<file path="src/rtl/oc_pkg.sv">
// Package: mode encoding and per-mode policies of the output compare unit.
// Assumes a 3-bit mode code whose values are fixed by the surrounding software.
package oc_pkg;

    typedef enum logic [2:0] {
        OC_OFF      = 3'b000,
        OC_SHOT_HI  = 3'b001,
        OC_SHOT_LO  = 3'b010,
        OC_TOGGLE   = 3'b011,
        OC_SHOT_DLY = 3'b100,
        OC_PULSE    = 3'b101,
        OC_PWM      = 3'b110,
        OC_PWM_FLT  = 3'b111
    } oc_mode_e;

    // Pin level applied when a mode is written.
    function automatic logic oc_entry_level(oc_mode_e m, logic cur, logic pri_nz);
        case (m)
            OC_SHOT_LO:         return 1'b1;
            OC_PWM, OC_PWM_FLT: return pri_nz;
            OC_OFF, OC_TOGGLE:  return cur;
            default:            return 1'b0;
        endcase
    endfunction

    // Whether a pin transition raises a compare event in the given mode.
    function automatic logic oc_edge_event(oc_mode_e m, logic rise, logic fall);
        case (m)
            OC_SHOT_HI:                        return rise;
            OC_SHOT_LO, OC_SHOT_DLY, OC_PULSE: return fall;
            OC_TOGGLE:                         return rise | fall;
            default:                           return 1'b0;
        endcase
    endfunction

endpackage

</file>
<file path="src/rtl/oc_match.sv">
// Comparator stage: equality of the timer against the primary, secondary and
// active duty values. Also holds the double-buffered active duty register.
// Assumes the period strobe is high in the cycle the timer reaches its period.
module oc_match #(
    parameter int TMR_W = 16
) (
    input  logic             clk,
    input  logic             rst_n,
    input  logic [TMR_W-1:0] tmr_cnt,
    input  logic             period_hit,
    input  logic [TMR_W-1:0] cmp_pri,
    input  logic [TMR_W-1:0] cmp_sec,
    input  logic             mode_wr,
    output logic             hit_pri,
    output logic             hit_sec,
    output logic             hit_duty,
    output logic             pri_nz
);

    logic [TMR_W-1:0] duty_q;

    // Active duty: primary on mode write, secondary at period boundary.
    always_ff @(posedge clk) begin
        if (!rst_n)          duty_q <= '0;
        else if (mode_wr)    duty_q <= cmp_pri;
        else if (period_hit) duty_q <= cmp_sec;
    end

    // Equality compares against the live count.
    always_comb begin
        hit_pri  = (tmr_cnt == cmp_pri);
        hit_sec  = (tmr_cnt == cmp_sec);
        hit_duty = (tmr_cnt == duty_q);
        pri_nz   = |cmp_pri;
    end

    // duty only moves on a write or a period boundary
    assert_duty_hold_R9: assert property (@(posedge clk) disable iff (!rst_n)
        (!period_hit && !mode_wr) |=> $stable(duty_q));

endmodule

</file>
<file path="src/rtl/oc_fault.sv">
// Fault stage: detects a high-to-low edge on the active-low fault input while
// the fault-protected PWM mode is active, and latches it until a mode write.
module oc_fault
    import oc_pkg::*;
(
    input  logic     clk,
    input  logic     rst_n,
    input  logic     fault_n,
    input  logic     mode_wr,
    input  oc_mode_e mode_q,
    output logic     trip,
    output logic     latched
);

    logic fault_n_q;
    logic flag_q;

    // Delay the fault input by one cycle for edge detection.
    always_ff @(posedge clk) begin
        if (!rst_n) fault_n_q <= 1'b1;
        else        fault_n_q <= fault_n;
    end

    // A fault edge counts only in the protected PWM mode and outside writes.
    always_comb begin
        trip = fault_n_q && !fault_n && !mode_wr && (mode_q == OC_PWM_FLT);
    end

    // Sticky flag, cleared by any mode write.
    always_ff @(posedge clk) begin
        if (!rst_n)       flag_q <= 1'b0;
        else if (mode_wr) flag_q <= 1'b0;
        else if (trip)    flag_q <= 1'b1;
    end

    assign latched = flag_q;

    // the flag persists until a mode write
    assert_fault_sticky_R10: assert property (@(posedge clk) disable iff (!rst_n)
        (flag_q && !mode_wr) |=> flag_q);

endmodule

</file>
<file path="src/rtl/oc_pin.sv">
// Pin sequencer: holds the mode, the pin level and the one-shot completion
// state. Drives the pin from the match strobes and raises qualified edge events.
// Assumes the mode is written only while the timer is stopped.
module oc_pin
    import oc_pkg::*;
(
    input  logic       clk,
    input  logic       rst_n,
    input  logic       mode_wr,
    input  logic [2:0] mode_sel,
    input  logic       period_hit,
    input  logic       hit_pri,
    input  logic       hit_sec,
    input  logic       hit_duty,
    input  logic       pri_nz,
    input  logic       fault_force,
    output oc_mode_e   mode_q,
    output logic       pin_q,
    output logic       irq_q
);

    logic pin_d;
    logic done_q;
    logic done_d;

    // Next pin level and completion state per mode.
    always_comb begin
        pin_d  = pin_q;
        done_d = done_q;
        case (mode_q)
            OC_SHOT_HI:  if (!done_q && hit_pri) begin pin_d = 1'b1; done_d = 1'b1; end
            OC_SHOT_LO:  if (!done_q && hit_pri) begin pin_d = 1'b0; done_d = 1'b1; end
            OC_TOGGLE:   if (hit_pri) pin_d = ~pin_q;
            OC_SHOT_DLY: begin
                if (!done_q) begin
                    if (!pin_q && hit_pri)     pin_d = 1'b1;
                    else if (pin_q && hit_sec) begin pin_d = 1'b0; done_d = 1'b1; end
                end
            end
            OC_PULSE: begin
                if (!pin_q && hit_pri)      pin_d = 1'b1;
                else if (pin_q && hit_sec)  pin_d = 1'b0;
            end
            OC_PWM, OC_PWM_FLT: begin
                if (period_hit)    pin_d = 1'b1;
                else if (hit_duty) pin_d = 1'b0;
            end
            default: ;
        endcase
        if (mode_q == OC_PWM_FLT && fault_force) pin_d = 1'b0;
    end

    // State update; a mode write takes precedence over matches.
    always_ff @(posedge clk) begin
        if (!rst_n) begin
            mode_q <= OC_OFF;
            pin_q  <= 1'b0;
            done_q <= 1'b0;
            irq_q  <= 1'b0;
        end else if (mode_wr) begin
            mode_q <= oc_mode_e'(mode_sel);
            pin_q  <= oc_entry_level(oc_mode_e'(mode_sel), pin_q, pri_nz);
            done_q <= 1'b0;
            irq_q  <= 1'b0;
        end else begin
            pin_q  <= pin_d;
            done_q <= done_d;
            irq_q  <= oc_edge_event(mode_q, pin_d & ~pin_q, ~pin_d & pin_q);
        end
    end

    // idle mode freezes the pin
    assert_off_hold_R2: assert property (@(posedge clk) disable iff (!rst_n)
        (mode_q == OC_OFF && !mode_wr) |=> $stable(pin_q));
    // a completed set-high one-shot stays high
    assert_shot_hold_R3: assert property (@(posedge clk) disable iff (!rst_n)
        (mode_q == OC_SHOT_HI && pin_q && !mode_wr) |=> pin_q);
    // idle and PWM modes are silent
    assert_pwm_quiet_R8: assert property (@(posedge clk) disable iff (!rst_n)
        ((mode_q == OC_OFF || mode_q == OC_PWM || mode_q == OC_PWM_FLT) && !mode_wr) |=> !irq_q);
    // an event always accompanies a pin transition
    assert_irq_edge_R11: assert property (@(posedge clk) disable iff (!rst_n)
        irq_q |-> (pin_q != $past(pin_q)));

endmodule

</file>
<file path="src/rtl/oc_unit.sv">
// Top of the timer output compare unit: ties the comparator stage, the fault
// stage and the pin sequencer together. The timer and the register access lie outside.
module oc_unit
    import oc_pkg::*;
#(
    parameter int TMR_W = 16
) (
    input  logic             clk,
    input  logic             rst_n,
    input  logic [TMR_W-1:0] tmr_cnt,
    input  logic             tmr_period_hit,
    input  logic [TMR_W-1:0] cmp_pri,
    input  logic [TMR_W-1:0] cmp_sec,
    input  logic [2:0]       mode_sel,
    input  logic             mode_wr,
    input  logic             fault_n,
    output logic             oc_pin,
    output logic             cmp_irq,
    output logic             fault_flag
);

    logic     hit_pri, hit_sec, hit_duty, pri_nz;
    logic     trip, latched;
    oc_mode_e mode_q;

    oc_match #(.TMR_W(TMR_W)) i_match (
        .clk(clk), .rst_n(rst_n), .tmr_cnt(tmr_cnt), .period_hit(tmr_period_hit),
        .cmp_pri(cmp_pri), .cmp_sec(cmp_sec), .mode_wr(mode_wr),
        .hit_pri(hit_pri), .hit_sec(hit_sec), .hit_duty(hit_duty), .pri_nz(pri_nz)
    );

    oc_fault i_fault (
        .clk(clk), .rst_n(rst_n), .fault_n(fault_n), .mode_wr(mode_wr),
        .mode_q(mode_q), .trip(trip), .latched(latched)
    );

    oc_pin i_pin (
        .clk(clk), .rst_n(rst_n), .mode_wr(mode_wr), .mode_sel(mode_sel),
        .period_hit(tmr_period_hit), .hit_pri(hit_pri), .hit_sec(hit_sec),
        .hit_duty(hit_duty), .pri_nz(pri_nz), .fault_force(trip | latched),
        .mode_q(mode_q), .pin_q(oc_pin), .irq_q(cmp_irq)
    );

    assign fault_flag = latched;

    // while the fault flag is set the pin is low
    assert_fault_low_R10: assert property (@(posedge clk) disable iff (!rst_n)
        fault_flag |-> !oc_pin);

endmodule

</file>
<file path="config.mk">
export PLATFORM = sky130hd
export DESIGN_NAME = oc_unit
export DESIGN_NICKNAME = d
export VERILOG_FILES = /design/src/rtl/oc_pkg.sv /design/src/rtl/oc_match.sv /design/src/rtl/oc_fault.sv /design/src/rtl/oc_pin.sv /design/src/rtl/oc_unit.sv
export SDC_FILE = /design/constraint.sdc
export NUM_CORES = 1
export LEC_CHECK = 0
export CORE_MARGIN = 1.5
export CORE_UTILIZATION = 35
export CTS_CLUSTER_SIZE = 20
export DETAILED_ROUTE_END_ITERATION = 7
export SYNTH_ARGS = -nofsm -noshare
export SYNTH_HDL_FRONTEND = slang
export SYNTH_SLANG_ARGS = --single-unit
</file>
<file path="constraint.sdc">
create_clock -name clk -period 5 [get_ports clk]
set_input_delay 0.75 -clock clk [delete_from_list [all_inputs] [get_ports clk]]
set_output_delay 0.75 -clock clk [all_outputs]
set_load 0.05 [all_outputs]
</file>
# Word-level counts from Yosys, hierarchy flattened
# Index checks and enable logic that the tools add are counted.
# W data, S select, Z words.
[word_totals]
out_inout_bits = 3
ff_bits = 24
elab_cells = 72
in_bits = 56
[classes]
n_mux = 20
n_bitwise = 7
n_eq_ne = 16
n_reduce_logical = 22
[ops]
columns = ["operator", "count"]
rows = [
  ["$eq A16 B16 Y1", 3],
  ["$mux W16", 2],
  ["$eq A3 B3 Y1 const B", 6],
  ["$reduce_or A16 Y1", 1],
  ["$mux W1", 14],
  ["$eq A3 B2 Y1 const B", 4],
  ["$reduce_or A2 Y1", 5],
  ["$logic_and A1 B1 Y1", 7],
  ["$pmux W1 S3", 2],
  ["$pmux W1 S6", 1],
  ["$logic_not A1 Y1", 4],
  ["$reduce_bool A2 Y1", 2],
  ["$eq A3 B1 Y1 const B", 1],
  ["$logic_not A3 Y1", 1],
  ["$not A1 Y1", 3],
  ["$reduce_or A3 Y1", 1],
  ["$and A1 B1 Y1", 2],
  ["$ne A2 B1 Y1 const B", 1],
  ["$ne A2 B2 Y1 const B", 1],
  ["$or A1 B1 Y1", 2],
  ["$pmux W1 S2", 1],
  ["$reduce_and A2 Y1", 1],
]

# Logic depth before layout (Yosys ltp)
# Gate-level depths: netlist (run 1).
[depth]
ltp_word = 11
ltp_mapped = 14
mapped_depth_nobuf = 14

# Cells and area by module
# A second synthesis (run 1) with hierarchy kept.
[unflattened]
cells_unflattened = 225
area_unflattened_um2 = 1940.6
[modules_own_cells]
columns = ["module", "n_inst", "seq_area_each_um2", "cells_each", "area_per_inst_um2"]
rows = [
  ["oc_match", 1, 320.3, 154, 1331.3],
  ["oc_pin", 1, 120.1, 62, 500.5],
  ["oc_fault", 1, 40.0, 8, 102.6],
  ["oc_unit", 1, 0.0, 1, 6.3],
]

# Worst setup path before layout (run 1)
# OpenSTA, ideal clock, no wires.
[synth_path]
kind = "input -> register"
startpoint = "in tmr_cnt[2]"
endpoint = "reg i_pin.irq_q"
cell_stages = 13
t_required_ns = 4.936
path_slack_ns = 2.120
arrival_time_ns = 2.817
cell_sequence = "xor2_1 > nor4_1 > nand4_1 > xnor2_1 > a32o_2 > o31ai_2 > inv_1 > ha_1 > mux2i_1 > nand2_1 > a21oi_1 > a21oi_1 > nor2_1"
[synth_between]
elab_chain_cells = 11
[synth_lines]
columns = ["item", "line_no", "rtl"]
rows = [
  ["from (decl)", "oc_unit.sv:10", "input logic [TMR_W-1:0] tmr_cnt,"],
  ["$eq A16 B16 Y1", "oc_match.sv:32", "hit_sec = (tmr_cnt == cmp_sec);"],
  ["$logic_and A1 B1 Y1", "oc_pin.sv:37, oc_pin.sv:42", ""],
  ["$mux W1", "oc_pin.sv:37, oc_pin.sv:42", ""],
  ["$mux W1", "oc_pin.sv:36", "if (!pin_q && hit_pri) pin_d = 1'b1;"],
  ["$mux W1", "oc_pin.sv:35", "if (!done_q) begin"],
  ["$pmux W1 S6 (*)", "oc_pin.sv:30", "case (mode_q)"],
  ["$mux W1 (*)", "oc_pin.sv:50", "if (mode_q == OC_PWM_FLT && fault_force) pin_d = 1'b0;"],
  ["$not A1 Y1", "oc_pin.sv:68", "irq_q <= oc_edge_event(mode_q, pin_d & ~pin_q, ~pin_d & pin_q);"],
  ["$and A1 B1 Y1", "oc_pin.sv:68", ""],
  ["$or A1 B1 Y1", "oc_pkg.sv:31", "OC_TOGGLE: return rise | fall;"],
  ["$pmux W1 S3 (*)", "oc_pkg.sv:28", "case (m)"],
  ["to (signal assigned)", "oc_pin.sv:68", ""],
  ["to (decl)", "oc_pin.sv:19", "output logic irq_q"],
]
# Mark *: on every way between the ends. The rest lies on a longest branch, timed or not.
# A chain may end at the register's enable or synchronous reset.

# Final worst setup path (run 1)
[layout_path]
startpoint = "in tmr_cnt[13]"
endpoint = "reg i_pin.irq_q"
# Same word-level chain as after synthesis.

==> out/metrics.csv, run 1 <==
metric,value,unit
rows,26,
ant_nets,0,
wl_per_cell,15.5,um
synthesis.nets,274,
drt_pass1_iterations,4,
n_antenna_cell,0,
synth_edf_count,0,
io_pins,59,
drv_slew,0,
dpl.hpwl,4120,um
fin_nets,327,
r2r-end,i_pin.irq_q$_SDFF_PP0_,
cp-start-kind,input pin,
maxSlewHeadroom,38.4,%
rsz0062_at_grt,no,
dieArea,5840,um2
finalNonFillerCells,337,
cp.arrival,3.74,ns
grt_max_degree,36,
period_minus_slack,3.52,ns
fp.dieW,76.4,um
cp-end-kind,flop,
cts_setup_buffers,0,
grt_pass1_vias,1644,
fmax,284,MHz
grt_pass1_wl,8410,um
criticalPathCategory,input pin to flop,
required,5.21,ns
hold_viol,0,
hp-start,i_fault.latched$_SDFFE_PP0P_,
hp-class,flop to flop,
post_cts_resized,0,
worstReg2RegStart,i_match.duty_q[12]$_SDFFE_PN0P_,
dp.cells,334,
drv_cap,0,
grt_antenna_before_repair,0,
drtIter0Drc,72,
clock_sink_count,24,
syn_avg_cell_area,8.73,um2
area_growth,35.4,%
timing.final.crit_share,70.5,%
ctsHtreeMaxLevel,1,
r2r_slack,2.39,ns
grt-ovfl-total,0,
ys_warn_count,0,
coreArea,5140,um2
power_density,199,nW/um2
ff2ff_path_depth,13,
dr_total_vias,1752,
register_area,480,um2
cts_max_path_buffers,2,
synth_ff_type,dfxtp_1,
hold_buffers,0,
setup_viol,0,
syn_area,1890,um2
tritoncts,done,
worstHoldEndpoint,i_fault.latched$_SDFFE_PP0P_,
leakage,1.11,nW
wl,5220,um
timing.hold.ws,0.532,ns
routed_via_density,5.20,
final.setup_skew,0.00197,ns
synth.distinct_cells,42,
multi_input_area,1340,um2
finalPower,0.000507,W
fin_util,49.7,%
port_buffers,58,
grt_use_total,18.1,%
ys_ff_latch,24,
ys_top_cells_by_area,"dfxtp_1 25%, xor2_1 20%, mux2i_1 11%",
place.gp.congestion,0.844,
yosys.cell_count.top_type,xor2_1,
async_flop_share,0,%
cts_root_buf,clkbuf_8,
tightest_slew,0.921,ns
clock_latency,0.27,ns
synth_top_area_share,25.5,%
syn_inst,216,
crit_fanout,5,
fin_tns_setup,0,ns
holdPathStages,2,
start_util,36.7,%
cts_buffers,3,
drive_gt1_share,3.37,%
num-fill-cells,536,
path_clk_slew,0.09,ns
post-synth-top-area-cell,dfxtp_1,
dieHeight,76.4,um
synth_common_cells,"43 x xor2_1, 24 x dfxtp_1, 22 x nand2_1",
run_status,"complete, no violations",
synth_seq_area_share,25.5,%
drc,0,
peakVddDrop,0.114,mV
[kinds of logic (layout without fill, tap and decap cells)]
family                     count (synthesis)  in the layout  share of synthesized area [%]
muxes                                     20             20                           10.6
adders and majority gates                  2              2                           1.33
buffers and inverters                     16             67                           3.58
and+or+nand+nor                           69             69                           19.4
AOI/OAI and AO/OA                         35             35                           16.3
DFF                                       24             24                           25.5
xor gates and xnor gates                  50             50                           23.2
[area by class of cell]
type / count / area share (%)
timing repair buffer: 59 / 23.0
multi-input combinational: 176 / 52.4
inverter: 5 / 0.735
clock buffer: 3 / 1.62
sequential: 24 / 18.8
tap: 70 / 3.43
[through the flow]
step,area (um2),worst slack (ns)
after global placement,2510,1.32
after floorplan,1890,2.12
after global routing,2550,1.18
final,2550,1.48
after detailed placement,2510,1.23
after CTS,2550,1.50
[state kept, by name, summed over array words and instances (netlist names)]
register	flops
i_fault.fault_n_q	1
i_fault.latched	1
i_match.duty_q	16
i_pin.done_q	1
i_pin.irq_q	1
i_pin.mode_q	3
i_pin.pin_q	1
[layer usage]
| metal | up-vias | share of wire (%) | track usage [%] |
|---|---|---|---|
| li1 | 883 | - | - |
| met1 | 810 | 45 | 23.3 |
| met2 | 57 | 49 | 32.0 |
| met3 | 2 | 5.8 | 3.71 |
| met4 | 0 | 0.36 | 2.22 |
| met5 | - | 0 | 0 |
[critical path: stages]
cell	delay (ns)
clkdlybuf4s50_1	0.48
xor2_1	0.20
nor4_1	0.40
nand4_1	0.28
xnor2_1	0.20
a32o_2	0.24
o31ai_2	0.33
inv_1	0.09
ha_1	0.29
mux2i_1	0.15
nand2_1	0.07
a21oi_1	0.13
a21oi_1	0.05
nor2_1	0.08
[worst max-delay path by stage]
stage           startpoint                     end  slack, ns  cells after the start
6_report       tmr_cnt[13]  i_pin.irq_q$_SDFF_PP0_       1.48                     14
5_1_grt         tmr_cnt[6]  i_pin.irq_q$_SDFF_PP0_       1.18                     14
4_1_cts        tmr_cnt[15]  i_pin.irq_q$_SDFF_PP0_       1.50                     14
3_5_place_dp   tmr_cnt[15]  i_pin.irq_q$_SDFF_PP0_       1.23                     14
3_3_place_gp   tmr_cnt[10]  i_pin.irq_q$_SDFF_PP0_       1.32                     14
2_1_floorplan   tmr_cnt[2]  i_pin.irq_q$_SDFF_PP0_       2.12                     13
[layout by cell type (no fill, tap or decap), drive strengths merged, types with 2 or more instances in the layout]
cell type      count
inv                5
nand4              7
nor3               2
o211a             16
o311ai             2
nor2               8
o21ai              2
nand2             22
clkdlybuf4s50     58
nand2b             3
dfxtp             24
xnor2              7
ha                 2
clkbuf             3
xor2              43
a21oi              4
mux2i             20
nor2b              5
nand3b             2
nor4              14
or3                2
[power by group]
group | switching [W] | total [W] | internal, W
sequential | 0.0000126 | 0.000216 | 0.000204
clock | 0.0000662 | 0.000120 | 0.0000541
combinational | 0.0000814 | 0.000171 | 0.0000892
(Power assumes the default switching activity.)
==> run 2, diff against run 1 <==
Clock period 5 ns to 3.65 ns, I/O delays scaled along.
==> out/metrics.csv, run 2 (same netlist as run 1, synthesis figures left out) <==
metric,value,unit,change
peakVddDrop,0.201,mV,+77%
grt_antenna_before_repair,0,,unchanged
drv_cap,0,,unchanged
hp-start,i_fault.latched$_SDFFE_PP0P_,,
cts_root_buf,clkbuf_8,,
grt_pass1_vias,1776,,+8.0%
power_density,271,nW/um2,+37%
fin_nets,329,,+0.61%
routed_via_density,5.19,,about the same
port_buffers,58,,unchanged
dr_total_vias,1761,,+0.51%
ff2ff_path_depth,13,,unchanged
n_antenna_cell,0,,unchanged
finalPower,0.000697,W,+37%
dpl.hpwl,4180,um,+1.5%
r2r-end,i_pin.irq_q$_SDFF_PP0_,,
period_minus_slack,3.15,ns,
tritoncts,done,,
criticalPathCategory,input pin to flop,,
wl_per_cell,15.7,um,+1.0%
drive_gt1_share,4.09,%,+0.72 points
grt_use_total,18.8,%,+0.68 points
dieArea,5840,um2,unchanged
fin_tns_setup,0,ns,unchanged
ant_nets,0,,unchanged
fmax,318,MHz,
rsz0062_at_grt,no,,
drt_pass1_iterations,4,,unchanged
crit_chain,clkdlybuf4s50_1 > xor2_1 > nor4_1 > nand4_1 > xnor2_1 > a32o_2 > o31ai_2 > inv_1 > ha_1 > mux2i_1 > nand2_1 > a21oi_1 > a21oi_1 > nor2_1,,
drtIter0Drc,71,,-1.4%
maxSlewHeadroom,42.2,%,+3.8 points
cts_max_path_buffers,2,,unchanged
start_util,36.7,%,unchanged
worstHoldEndpoint,i_fault.latched$_SDFFE_PP0P_,,
required,3.86,ns,-1.35 ns
hold_viol,0,,unchanged
cpPeakStageDelay,0.49,ns,about the same
drv_slew,0,,unchanged
coreArea,5140,um2,unchanged
cp-start-kind,input pin,,
tightest_slew,0.865,ns,-0.0563 ns
wl,5310,um,+1.6%
path_clk_slew,0.09,ns,about the same
grt-ovfl-total,0,,unchanged
clock_latency,0.27,ns,about the same
worstReg2RegStart,i_match.duty_q[12]$_SDFFE_PN0P_,,
cp.arrival,3.36,ns,-0.38 ns
cts_buffers,3,,unchanged
critPathMostFrequentCell,a21oi_1,,
clock_sink_count,24,,unchanged
critical-path-top-delay-family,simple AND/OR/NAND/NOR gates,,
holdPathStages,2,,unchanged
r2r_slack,1.21,ns,-1.18 ns
top_register,i_match.duty_q,,
setup_viol,0,,unchanged
leakage,1.12,nW,+0.84%
hold_buffers,0,,unchanged
ctsHtreeMaxLevel,1,,unchanged
final_common_cell,clkdlybuf4s50_1,,
post_cts_resized,0,,unchanged
reg_top3,"i_match.duty_q x16, i_pin.mode_q x3",,
io_pins,59,,unchanged
final.setup_skew,0.00143,ns,-0.000536 ns
crit_fanout,5,,unchanged
largest_register_ffs,16,,unchanged
cp_num_buf_inv,2,,unchanged
hp-class,flop to flop,,
rows,26,,unchanged
place.gp.congestion,0.806,,-4.5%
grt_pass1_wl,8620,um,+2.5%
timing.final.crit_share,86.3,%,
layout_common_cells,"58 x clkdlybuf4s50_1, 43 x xor2_1, 24 x dfxtp_1",,
run_status,"complete, no violations",,
slowest_stage,clkdlybuf4s50_1,,
cts_setup_buffers,0,,unchanged
fp.dieW,76.4,um,unchanged
grt_max_degree,35,,-2.8%
cp-end-kind,flop,,
area_growth,36.2,%,
dieHeight,76.4,um,unchanged
drc,0,,unchanged
==> run 2: changes by cell type in the layout (fill, tap and decap cells not counted), sizes merged <==
cell,change
buf,+2
==> run 2: worst register-to-register path, cell delays in order, from the launching register on <==
cell	delay (ns)
dfxtp_1	0.33
xor2_1	0.18
nor4_1	0.39
nand4_1	0.18
a21oi_1	0.18
o21ai_0	0.12
o31ai_2	0.21
inv_1	0.07
ha_1	0.27
mux2i_1	0.13
nand2_1	0.07
a21oi_1	0.13
a21oi_1	0.06
nor2_1	0.07
==> run 2: worst max-delay path by stage <==
stage / start / end / slack (ns) / depth (start not counted)
after floorplan: tmr_cnt[2] / i_pin.irq_q$_SDFF_PP0_ / 0.97 / 13
after global placement: tmr_cnt[2] / i_pin.irq_q$_SDFF_PP0_ / 0.26 / 14
after detailed placement: tmr_cnt[15] / i_pin.irq_q$_SDFF_PP0_ / 0.25 / 14
after CTS: tmr_cnt[15] / i_pin.irq_q$_SDFF_PP0_ / 0.52 / 14
after global routing: tmr_cnt[13] / i_pin.irq_q$_SDFF_PP0_ / 0.25 / 14
final: tmr_cnt[6] / i_pin.irq_q$_SDFF_PP0_ / 0.50 / 14
==> run 2: area by class of cell <==
| class | instances | area, um2 |
|---|---|---|
| inverters | 5 | 18.8 |
| repair buffers | 61 | 603 |
| flip-flops and latches | 24 | 480 |
| clock buffers | 3 | 41.3 |
| fillers | 558 | 2570 |
| well taps | 70 | 87.6 |
| multi-input cells | 176 | 1340 |
==> run 2: stage by stage <==
stage	std cells	cell area (um2)	util, %	worst slack [ns]	hold WS (ns)
detailed placement	336	2530	49.2	0.250	0.502
finish	339	2570	50.0	0.502	0.517
floorplan	216	1890	-	0.972	0.489
global placement	336	2530	49.2	0.264	0.495
CTS	339	2570	50.0	0.520	0.523
global route	339	2570	50.0	0.252	0.571
==> run 2: routing by layer <==
| metal | up-vias | wire length [um] | GRT usage (%) | share of wire [%] |
|---|---|---|---|---|
| met5 | - | 0 | 0 | 0 |
| met4 | 0 | 95 | 5.56 | 1.8 |
| met3 | 10 | 285 | 3.71 | 5.4 |
| met2 | 60 | 2640 | 33.1 | 50 |
| met1 | 802 | 2290 | 23.0 | 43 |
| li1 | 889 | - | - | - |
==> run 2: power by group <==
part	leakage [nW]	internal (W)	switching (W)
combinational	0.903	0.000125	0.000113
clock	0.0216	0.0000740	0.0000888
sequential	0.199	0.000279	0.0000170
total	1.12	0.000478	0.000219
